--- src/rtl/microop_pkg.sv ---
package microop_pkg;

  localparam int SLOTS = 2;
  localparam int OP_W  = 6;

  typedef enum logic [1:0] {
    CLS_LOGIC = 2'b00,
    CLS_ARITH = 2'b01,
    CLS_SHIFT = 2'b10,
    CLS_MOVE  = 2'b11
  } opClass_e;

  typedef enum logic [1:0] {
    AK_ADD = 2'b00,
    AK_SUB = 2'b01,
    AK_INC = 2'b10,
    AK_NEG = 2'b11
  } arithKind_e;

  // Control-to-datapath strobes, one bit per issue slot.
  typedef struct packed {
    logic [SLOTS-1:0] commit;
    logic [SLOTS-1:0] ovfUpd;
    logic [SLOTS-1:0] carryUpd;
  } strobe_t;

endpackage

--- src/rtl/microop_exec.sv ---
module microop_exec import microop_pkg::*; #(
  parameter int WIDTH = 8
) (
  input  logic [OP_W-1:0]  op,
  input  logic [WIDTH-1:0] x,
  input  logic [WIDTH-1:0] y,
  output logic [WIDTH-1:0] res,
  output logic             ovf,
  output logic             carry
);

  localparam int MSB = WIDTH - 1;

  // Bitwise section: the function code is a truth table indexed per bit.
  logic [3:0]       funcCode;
  logic [WIDTH-1:0] logicRes;
  assign funcCode = op[3:0];

  for (genvar b = 0; b < WIDTH; b++) begin : g_lut
    assign logicRes[b] = funcCode[{~x[b], ~y[b]}];
  end

  // Arithmetic section: one adder, operands steered per kind.
  logic [WIDTH-1:0] addA, addB;
  logic             addCin;
  logic [WIDTH:0]   sum;
  logic             arithOvf;

  always_comb begin
    unique case (arithKind_e'(op[1:0]))
      AK_ADD:  begin addA = x;        addB = y;        addCin = 1'b0; end
      AK_SUB:  begin addA = x;        addB = ~y;       addCin = 1'b1; end
      AK_INC:  begin addA = x;        addB = '0;       addCin = 1'b1; end
      default: begin addA = '0;       addB = ~x;       addCin = 1'b1; end
    endcase
    sum      = {1'b0, addA} + {1'b0, addB} + (WIDTH+1)'(addCin);
    arithOvf = (addA[MSB] == addB[MSB]) && (sum[MSB] != addA[MSB]);
  end

  // Shift section: op[2] picks sign-aware, op[1] rotate, op[0] right.
  logic [WIDTH-1:0] shiftRes;
  logic             shiftOvf;

  always_comb begin
    shiftOvf = 1'b0;
    if (op[2]) begin
      if (op[0]) begin
        shiftRes = {x[MSB], x[MSB:1]};
      end else begin
        shiftRes = {x[MSB-1:0], 1'b0};
        shiftOvf = x[MSB] ^ x[MSB-1];
      end
    end else if (op[1]) begin
      shiftRes = op[0] ? {x[0], x[MSB:1]} : {x[MSB-1:0], x[MSB]};
    end else begin
      shiftRes = op[0] ? {1'b0, x[MSB:1]} : {x[MSB-1:0], 1'b0};
    end
  end

  always_comb begin
    ovf   = 1'b0;
    carry = 1'b0;
    unique case (opClass_e'(op[5:4]))
      CLS_LOGIC: res = logicRes;
      CLS_ARITH: begin
        res   = sum[MSB:0];
        ovf   = arithOvf;
        carry = sum[WIDTH];
      end
      CLS_SHIFT: begin
        res = shiftRes;
        ovf = shiftOvf;
      end
      default:   res = x;
    endcase
  end

  // Right sign-aware shift never reports overflow.
  always_comb begin
    if (op[5:4] == CLS_SHIFT && op[2] && op[0]) begin
      p_ashr_no_ovf_r8: assert (!ovf);
    end
  end

endmodule

--- src/rtl/microop_ctrl.sv ---
module microop_ctrl import microop_pkg::*; #(
  parameter int IDX_W = 2
) (
  input  logic                   clk,
  input  logic                   rst,
  input  logic                   loadEn,
  input  logic [SLOTS-1:0]       slotEn,
  input  logic [2*SLOTS-1:0]     slotCls,
  input  logic [SLOTS-1:0]       slotIncNeg,
  input  logic [SLOTS*IDX_W-1:0] slotDst,
  output strobe_t                strobes,
  output logic                   conflictErr
);

  // A slot clashes when any other enabled slot names the same destination.
  logic [SLOTS-1:0] clash;

  always_comb begin
    for (int i = 0; i < SLOTS; i++) begin
      clash[i] = 1'b0;
      for (int j = 0; j < SLOTS; j++) begin
        if (j != i && slotEn[j] &&
            slotDst[j*IDX_W +: IDX_W] == slotDst[i*IDX_W +: IDX_W]) begin
          clash[i] = 1'b1;
        end
      end
    end
  end

  always_comb begin
    logic commitV;
    logic isArith;
    logic isShift;
    strobes = '0;
    for (int i = 0; i < SLOTS; i++) begin
      commitV = loadEn && slotEn[i] && !clash[i];
      isArith = (slotCls[2*i +: 2] == CLS_ARITH);
      isShift = (slotCls[2*i +: 2] == CLS_SHIFT);
      strobes.commit[i]   = commitV;
      strobes.ovfUpd[i]   = commitV && (isArith || isShift);
      strobes.carryUpd[i] = commitV && isArith && !slotIncNeg[i];
    end
  end

  always_ff @(posedge clk) begin
    if (rst) conflictErr <= 1'b0;
    else     conflictErr <= loadEn && |(slotEn & clash);
  end

  p_err_on_clash_r11: assert property (@(posedge clk) disable iff (rst)
    (loadEn && slotEn[0] && slotEn[1] &&
     slotDst[IDX_W-1:0] == slotDst[2*IDX_W-1:IDX_W]) |=> conflictErr);

  p_err_idle_r2: assert property (@(posedge clk) disable iff (rst)
    !loadEn |=> !conflictErr);

endmodule

--- src/rtl/microop_dp.sv ---
module microop_dp import microop_pkg::*; #(
  parameter int WIDTH    = 8,
  parameter int NUM_REGS = 4,
  parameter int IDX_W    = 2
) (
  input  logic                      clk,
  input  logic                      rst,
  input  strobe_t                   strobes,
  input  logic [SLOTS*OP_W-1:0]     slotOp,
  input  logic [SLOTS*IDX_W-1:0]    slotSrcX,
  input  logic [SLOTS*IDX_W-1:0]    slotSrcY,
  input  logic [SLOTS*IDX_W-1:0]    slotDst,
  output logic [NUM_REGS*WIDTH-1:0] regBus,
  output logic                      ovfFlag,
  output logic                      carryFlag
);

  logic [WIDTH-1:0] regs  [NUM_REGS];
  logic [WIDTH-1:0] opX   [SLOTS];
  logic [WIDTH-1:0] opY   [SLOTS];
  logic [WIDTH-1:0] res   [SLOTS];
  logic [SLOTS-1:0] slotOvf;
  logic [SLOTS-1:0] slotCarry;
  logic [SLOTS-1:0] hit   [NUM_REGS];

  // Operand fetch reads pre-edge register values.
  always_comb begin
    for (int s = 0; s < SLOTS; s++) begin
      opX[s] = regs[slotSrcX[s*IDX_W +: IDX_W]];
      opY[s] = regs[slotSrcY[s*IDX_W +: IDX_W]];
    end
  end

  for (genvar s = 0; s < SLOTS; s++) begin : g_slot
    microop_exec #(.WIDTH(WIDTH)) u_exec (
      .op    (slotOp[s*OP_W +: OP_W]),
      .x     (opX[s]),
      .y     (opY[s]),
      .res   (res[s]),
      .ovf   (slotOvf[s]),
      .carry (slotCarry[s])
    );
  end

  always_comb begin
    for (int r = 0; r < NUM_REGS; r++) begin
      for (int s = 0; s < SLOTS; s++) begin
        hit[r][s] = strobes.commit[s] &&
                    (slotDst[s*IDX_W +: IDX_W] == IDX_W'(r));
      end
    end
  end

  always_ff @(posedge clk) begin
    if (rst) begin
      for (int r = 0; r < NUM_REGS; r++) regs[r] <= '0;
      ovfFlag   <= 1'b0;
      carryFlag <= 1'b0;
    end else begin
      for (int r = 0; r < NUM_REGS; r++) begin
        for (int s = 0; s < SLOTS; s++) begin
          if (hit[r][s]) regs[r] <= res[s];
        end
      end
      if (|strobes.ovfUpd)   ovfFlag   <= |(strobes.ovfUpd & slotOvf);
      if (|strobes.carryUpd) carryFlag <= |(strobes.carryUpd & slotCarry);
    end
  end

  for (genvar r = 0; r < NUM_REGS; r++) begin : g_regout
    assign regBus[r*WIDTH +: WIDTH] = regs[r];

    p_one_writer_r11: assert property (@(posedge clk) disable iff (rst)
      $onehot0(hit[r]));

    p_reg_hold_r11: assert property (@(posedge clk) disable iff (rst)
      !(|hit[r]) |=> $stable(regBus[r*WIDTH +: WIDTH]));
  end

  p_ovf_hold_r9: assert property (@(posedge clk) disable iff (rst)
    !(|strobes.ovfUpd) |=> $stable(ovfFlag));

  p_carry_hold_r9: assert property (@(posedge clk) disable iff (rst)
    !(|strobes.carryUpd) |=> $stable(carryFlag));

endmodule

--- src/rtl/microop_unit.sv ---
module microop_unit import microop_pkg::*; #(
  parameter int WIDTH    = 8,
  parameter int NUM_REGS = 4
) (
  input  logic                                     clk,
  input  logic                                     rst,
  input  logic                                     loadEn,
  input  logic [SLOTS-1:0]                         slotEn,
  input  logic [SLOTS*OP_W-1:0]                    slotOp,
  input  logic [SLOTS*$clog2(NUM_REGS)-1:0]        slotSrcX,
  input  logic [SLOTS*$clog2(NUM_REGS)-1:0]        slotSrcY,
  input  logic [SLOTS*$clog2(NUM_REGS)-1:0]        slotDst,
  output logic [NUM_REGS*WIDTH-1:0]                regBus,
  output logic                                     ovfFlag,
  output logic                                     carryFlag,
  output logic                                     conflictErr
);

  localparam int IDX_W = $clog2(NUM_REGS);

  strobe_t            strobes;
  logic [2*SLOTS-1:0] slotCls;
  logic [SLOTS-1:0]   slotIncNeg;

  for (genvar s = 0; s < SLOTS; s++) begin : g_dec
    assign slotCls[2*s +: 2] = slotOp[s*OP_W + 4 +: 2];
    assign slotIncNeg[s]     = slotOp[s*OP_W + 1];
  end

  microop_ctrl #(.IDX_W(IDX_W)) u_ctrl (
    .clk         (clk),
    .rst         (rst),
    .loadEn      (loadEn),
    .slotEn      (slotEn),
    .slotCls     (slotCls),
    .slotIncNeg  (slotIncNeg),
    .slotDst     (slotDst),
    .strobes     (strobes),
    .conflictErr (conflictErr)
  );

  microop_dp #(.WIDTH(WIDTH), .NUM_REGS(NUM_REGS), .IDX_W(IDX_W)) u_dp (
    .clk       (clk),
    .rst       (rst),
    .strobes   (strobes),
    .slotOp    (slotOp),
    .slotSrcX  (slotSrcX),
    .slotSrcY  (slotSrcY),
    .slotDst   (slotDst),
    .regBus    (regBus),
    .ovfFlag   (ovfFlag),
    .carryFlag (carryFlag)
  );

  p_idle_hold_r2: assert property (@(posedge clk) disable iff (rst)
    !loadEn |=> ($stable(regBus) && $stable(ovfFlag) && $stable(carryFlag)));

endmodule

--- config.mk ---
export PLATFORM = sky130hd
export DESIGN_NAME = microop_unit
export DESIGN_NICKNAME = d
export VERILOG_FILES = /design/src/rtl/microop_pkg.sv /design/src/rtl/microop_exec.sv /design/src/rtl/microop_ctrl.sv /design/src/rtl/microop_dp.sv /design/src/rtl/microop_unit.sv
export SDC_FILE = /design/constraint.sdc
export NUM_CORES = 1
export LEC_CHECK = 0
export BUFFER_PORTS_ARGS = -buffer_cell sky130_fd_sc_hd__buf_2
export CAP_MARGIN = 20
export CORE_MARGIN = 1
export CORE_UTILIZATION = 55
export DETAILED_ROUTE_END_ITERATION = 10
export HOLD_SLACK_MARGIN = 0.03
export PLACE_DENSITY = 0.77
export SLEW_MARGIN = 20
export SYNTH_ARGS = -nofsm -noshare
export SYNTH_HDL_FRONTEND = slang
export SYNTH_SLANG_ARGS = --single-unit
--- constraint.sdc ---
create_clock -name clk -period 4.5 [get_ports clk]
set_input_delay 0.225 -clock clk [delete_from_list [all_inputs] [get_ports clk]]
set_output_delay 0.225 -clock clk [all_outputs]
set_load 0.01 [all_outputs]
* Word level (Yosys, flattened, before mapping)
Memory sizes are Yosys's and may differ from the RTL's. Index checks and enable logic that the tools add are counted. W data, S select, Z words.
Operators by class: muxes and demuxes 94, equal/unequal tests 20, $add $sub $neg 4, $lt $le $gt $ge 16, bitwise gates (word level) 49, reductions and logical operators 42
Operator list (count):
- $mux W8 | 20
- $pmux W8 S3 | 4
- $mux W1 | 52
- $lt A2 B3 Y1 const B | 16
- $bmux W1 S2 | 16
- $not A1 Y1 | 32
- $not A8 Y8 | 4
- $logic_and A1 B1 Y1 | 23
- $add A8 B8 Y9 | 2
- $add A9 B1 Y9 | 2
- $eq A2 B2 Y1 const B | 8
- $eq A2 B1 Y1 const B | 6
- $logic_not A2 Y1 | 6
- $reduce_or A2 Y1 | 5
- $or A1 B1 Y1 | 8
- $and A2 B2 Y2 | 3
- $reduce_or A3 Y1 | 2
- $eq A2 B2 Y1 | 2
- $logic_not A1 Y1 | 4
- $pmux W1 S2 | 2
- $eq A1 B1 Y1 | 2
- $logic_or A1 B1 Y1 | 2
- $ne A1 B1 Y1 | 2
- $xor A1 B1 Y1 | 2
Word-level totals: output and inout bits 35, logic and storage cells 229, RAM bits 32, memories kept 1, bits in registers 3
Memory list:
- u_dp.regs | words 4, bits a word 8, rd ports 8, clocked after memory_dff 0, wr ports 4, line microop_dp.sv:18 | logic [WIDTH-1:0] regs [NUM_REGS];

* Depth between registers and ports, before layout
depth after elaboration 11, gate-level depth with buffers 15, depth with buffers taken out 13

* By module
A second synthesis with hierarchy kept.
Second synthesis, totals: cells, all modules 510, area total of the unflattened synthesis 5023.6 sq um
By module, submodules not included:
- microop_exec | cells an instance 179, area each 1262.5 sq um, instances 2
- microop_dp | cells an instance 133, area each 2328.5 sq um, instances 1
- microop_ctrl | cells an instance 19, area each 170.2 sq um, instances 1

* Least setup slack after synthesis
OpenSTA, ideal clock, no wires.
path type reg2reg, from memory u_dp.regs[1][0], to memory u_dp.regs[0][4] (data pin), setup slack 1.049 ns, buffers on the path 0, cell stages (with the launch flop) 12, setup time 0.272 ns, arrival 3.178 ns, required time 4.228 ns, cells stage by stage edfxtp_1 mux4_1 nand2b_1 o21ai_0 fa_1 fa_1 a21o_1 a21oi_1 xnor2_1 a22o_1 a21oi_1 o22ai_1
RTL lines (line):
- start: declaration | microop_dp.sv:18

==> results.sh <==
export IMPL_fin_crit_sh_pct=82.9
export IMPL_die_area_um2=8840
export IMPL_power_switching_uw=460
export IMPL_clkLatencyLatePin_ns=0.29
export IMPL_antenna_found_initial=0
export IMPL_post_cts_buffers=0
export IMPL_ys_flop_type="edfxtp_1"
export IMPL_ios=64
export IMPL_synth_edf_count=32
export IMPL_worstMarginPinSlew_ns=0.740
export IMPL_drt_iter0_markers=550
export IMPL_ir_drop_uv=200
export IMPL_end_kind="register"
export IMPL_portBuffers=63
export IMPL_die_w_um=94.0
export IMPL_finalWirelength_um=14100
export IMPL_synth_nets=549
export IMPL_postRouteAntennaNets=0
export IMPL_power_leakage_uw=0.00199
export IMPL_synth_cell_types=64
export IMPL_critical_path_max_stage_delay_ns=0.61
export IMPL_critPathRequiredTime_ns=4.53
export IMPL_r2r_end="u_dp.regs[1][4]$_SDFFCE_PN0P_"
export IMPL_cts_max_level=2
export IMPL_yosys_warnings=0
export IMPL_core_area_um2=8220
export IMPL_die_h_um=94.0
export IMPL_antenna_cells=0
export IMPL_grt_pass1_wl_um=22300
export IMPL_r2r_setup_slack_ns=0.77
export IMPL_cts_root_buf="clkbuf_8"
export IMPL_syn_inst=494
export IMPL_cts_tree="yes"
export IMPL_wl_per_cell_um=22.1
export IMPL_hold_start="rst"
export IMPL_synth_area_um2=4660
export IMPL_overflow=0
export IMPL_max_freq_mhz=268
export IMPL_dr_pass1_iters=6
export IMPL_std_cell_rows=33
export IMPL_worst_setup_path_type="reg -> reg"
export IMPL_cts_hold_buf=0
export IMPL_reg2regPathDepth=11
export IMPL_clk_path_buf_depth=2
export IMPL_r2r_start="u_dp.regs[1][0]$_SDFFCE_PN0P_"
export IMPL_crit_chain="mux4_1 -> nand2b_1 -> o21ai_0 -> fa_1 -> fa_1 -> a21o_1 -> a21oi_1 -> xnor2_1 -> a22o_1 -> a21oi_1 -> o22ai_1"
export IMPL_finalNonFillerCells=636
export IMPL_drive_gt1_share_pct=22.0
export IMPL_dpl_cell_area_um2=4950
export IMPL_grt_max_degree=38
export IMPL_hold_depth=2
export IMPL_routed_via_density=7.21
export IMPL_syn_to_final_growth_pct=9.16
export IMPL_finalHoldViolCount=0
export IMPL_max_cap_violations=0
export IMPL_whs_endpoint="u_ctrl.conflictErr$_SDFF_PP0_"
export IMPL_final_area_um2=5080
export IMPL_final_common_cell="buf_2"
export IMPL_fin_skew_ns=0.00812
export IMPL_synth_yosys_seq_area_share_pct=21.9
export IMPL_max_slew_margin_pct=50.7
export IMPL_gr_usage_all_layers_pct=32.8
export IMPL_cts_made_buffers=5
export IMPL_worstPathArrival_ns=3.75
export IMPL_power_frac_clock_pct=26.6
export IMPL_crit_fanout=5
export IMPL_maxSlewViolCount=0
export IMPL_dp_cells=628
export IMPL_slowest_stage="mux4_1"
export IMPL_gp_congestion=0.932
export IMPL_place_ws_ns=0.704
export IMPL_synthArstFlopShare_pct=0
export IMPL_grt_pass1_vias=4329
export IMPL_tns_ns=0
export IMPL_nets=585
export IMPL_p_seq_share_pct=31.0
export IMPL_finalCriticalPeriod_ns=3.73
export IMPL_clkSinkCount=35
export IMPL_switching_share_pct=35.7
export IMPL_hp_class="in -> reg"
export IMPL_status="completed"
export IMPL_cts_resized=0
export IMPL_worst_slack_ns=0.771
export IMPL_layout_common_cells="buf_2 (63), nand2_1 (46), o21ai_0 (32), edfxtp_1 (32), mux2i_1 (29)"
export IMPL_startpoint_type="register"
export IMPL_synth_seq_cells=35
export IMPL_drc=0
export IMPL_hpwl_um=10500
export IMPL_syn_area_per_cell_um2=9.43
export IMPL_initial_core_util_pct=56.7
export IMPL_vias=4587
export IMPL_timing_hold_ws_ns=0.177
export IMPL_pwr_share_comb_pct=42.5
export IMPL_setup_viol=0
export IMPL_p_int_uw=828
export IMPL_power_density_nw_per_um2=253
export IMPL_grt_setup_unrepaired="false"
export IMPL_clk_pin_slew_worst_paths_ns=0.08
-- cells by family after synthesis --
family	share of synthesized area, %
adder cells (fa/ha/maj)	7.63
AND/OR/NAND/NOR	16.9
buffers and inverters	5.05
multiplexers	25.9
AO/OA/AOI/OAI	20.7
flip-flops	21.9
XOR/XNOR	1.88
-- state kept, by name, summed over array words and instances, names as in the netlist --
signal              flops
u_dp.regs              32
u_dp.ovfFlag            1
u_ctrl.conflictErr      1
u_dp.carryFlag          1
-- metal layers --
layer	global-route usage (%)	share of wire [%]
met3	6.80	12
met4	9.62	2.2
met2	50.5	46
met5	0	0
met1	46.5	40
-- power groups by stage --
stage	Clock (uW)	Combinational, uW	Sequential, uW
after floorplan	0	401	403
after global placement	0	520	402
after detailed placement	0	532	405
after CTS	338	537	398
after global routing	351	597	400
final	342	547	399
-- Yosys cell counts (4+ instances only) --
| cell | number | share of area, % |
|---|---|---|
| a21o_1 | 5 | 0.81 |
| a21oi_1 | 17 | 1.8 |
| a31oi_1 | 8 | 1.1 |
| and2_1 | 18 | 2.4 |
| buf_2 | 9 | 0.97 |
| clkbuf_1 | 18 | 1.5 |
| edfxtp_1 | 32 | 21 |
| fa_1 | 4 | 1.7 |
| ha_1 | 22 | 5.9 |
| inv_1 | 19 | 1.5 |
| mux2_2 | 9 | 2.2 |
| mux2i_1 | 29 | 6.2 |
| mux4_1 | 7 | 3.9 |
| mux4_2 | 28 | 14 |
| nand2_1 | 46 | 3.7 |
| nand2b_1 | 18 | 2.4 |
| nand3_1 | 27 | 2.9 |
| nand4_1 | 4 | 0.54 |
| nor2_1 | 12 | 0.97 |
| nor3_1 | 4 | 0.43 |
| o21a_1 | 5 | 0.81 |
| o21ai_0 | 32 | 3.4 |
| o22ai_1 | 26 | 3.5 |
| o32ai_1 | 12 | 2.3 |
| or3_1 | 7 | 0.94 |
| xnor2_1 | 7 | 1.3 |
-- worst max-delay path by stage --
stage	cells past startpoint	slack, ns	startpoint	to
detailed placement	12	0.70	slotSrcY[2]	u_dp.regs[1][4]$_SDFFCE_PN0P_
finish	11	0.77	u_dp.regs[1][0]$_SDFFCE_PN0P_	u_dp.regs[1][4]$_SDFFCE_PN0P_
CTS	11	0.79	u_dp.regs[1][0]$_SDFFCE_PN0P_	u_dp.regs[1][4]$_SDFFCE_PN0P_
floorplan	11	1.05	u_dp.regs[1][0]$_SDFFCE_PN0P_	u_dp.regs[0][4]$_SDFFCE_PN0P_
global route	11	0.62	u_dp.regs[0][0]$_SDFFCE_PN0P_	u_dp.regs[2][4]$_SDFFCE_PN0P_
global placement	12	0.79	slotSrcY[2]	u_dp.regs[2][4]$_SDFFCE_PN0P_
-- stage by stage --
step / total power, uW / util (%)
2_1_floorplan: 804 / -
3_3_place_gp: 922 / 60.2
3_5_place_dp: 938 / 60.2
4_1_cts: 1270 / 61.9
5_1_grt: 1350 / 61.9
6_report: 1290 / 61.9
-- critical path: cells and delay by family, from the launching register on --
family | cells | cell delay [ns]
simple gates | 1 | 0.12
fa+ha+maj | 2 | 0.98
compound gates | 6 | 1.18
mux | 1 | 0.61
xor+xnor | 1 | 0.11
flops | 1 | 0.45
-- area by class of cell --
| type | instances | area [um2] |
|---|---|---|
| Multi-Input combinational cell | 404 | 3400 |
| Fill cell | 708 | 3130 |
| Sequential cell | 35 | 1020 |
| Timing Repair Buffer | 63 | 315 |
| Tap cell | 105 | 131 |
| Inverter | 21 | 78.8 |
| Clock buffer | 5 | 68.8 |
| Clock inverter | 3 | 67.6 |
Note: power is estimated with default switching activity, not from simulation.
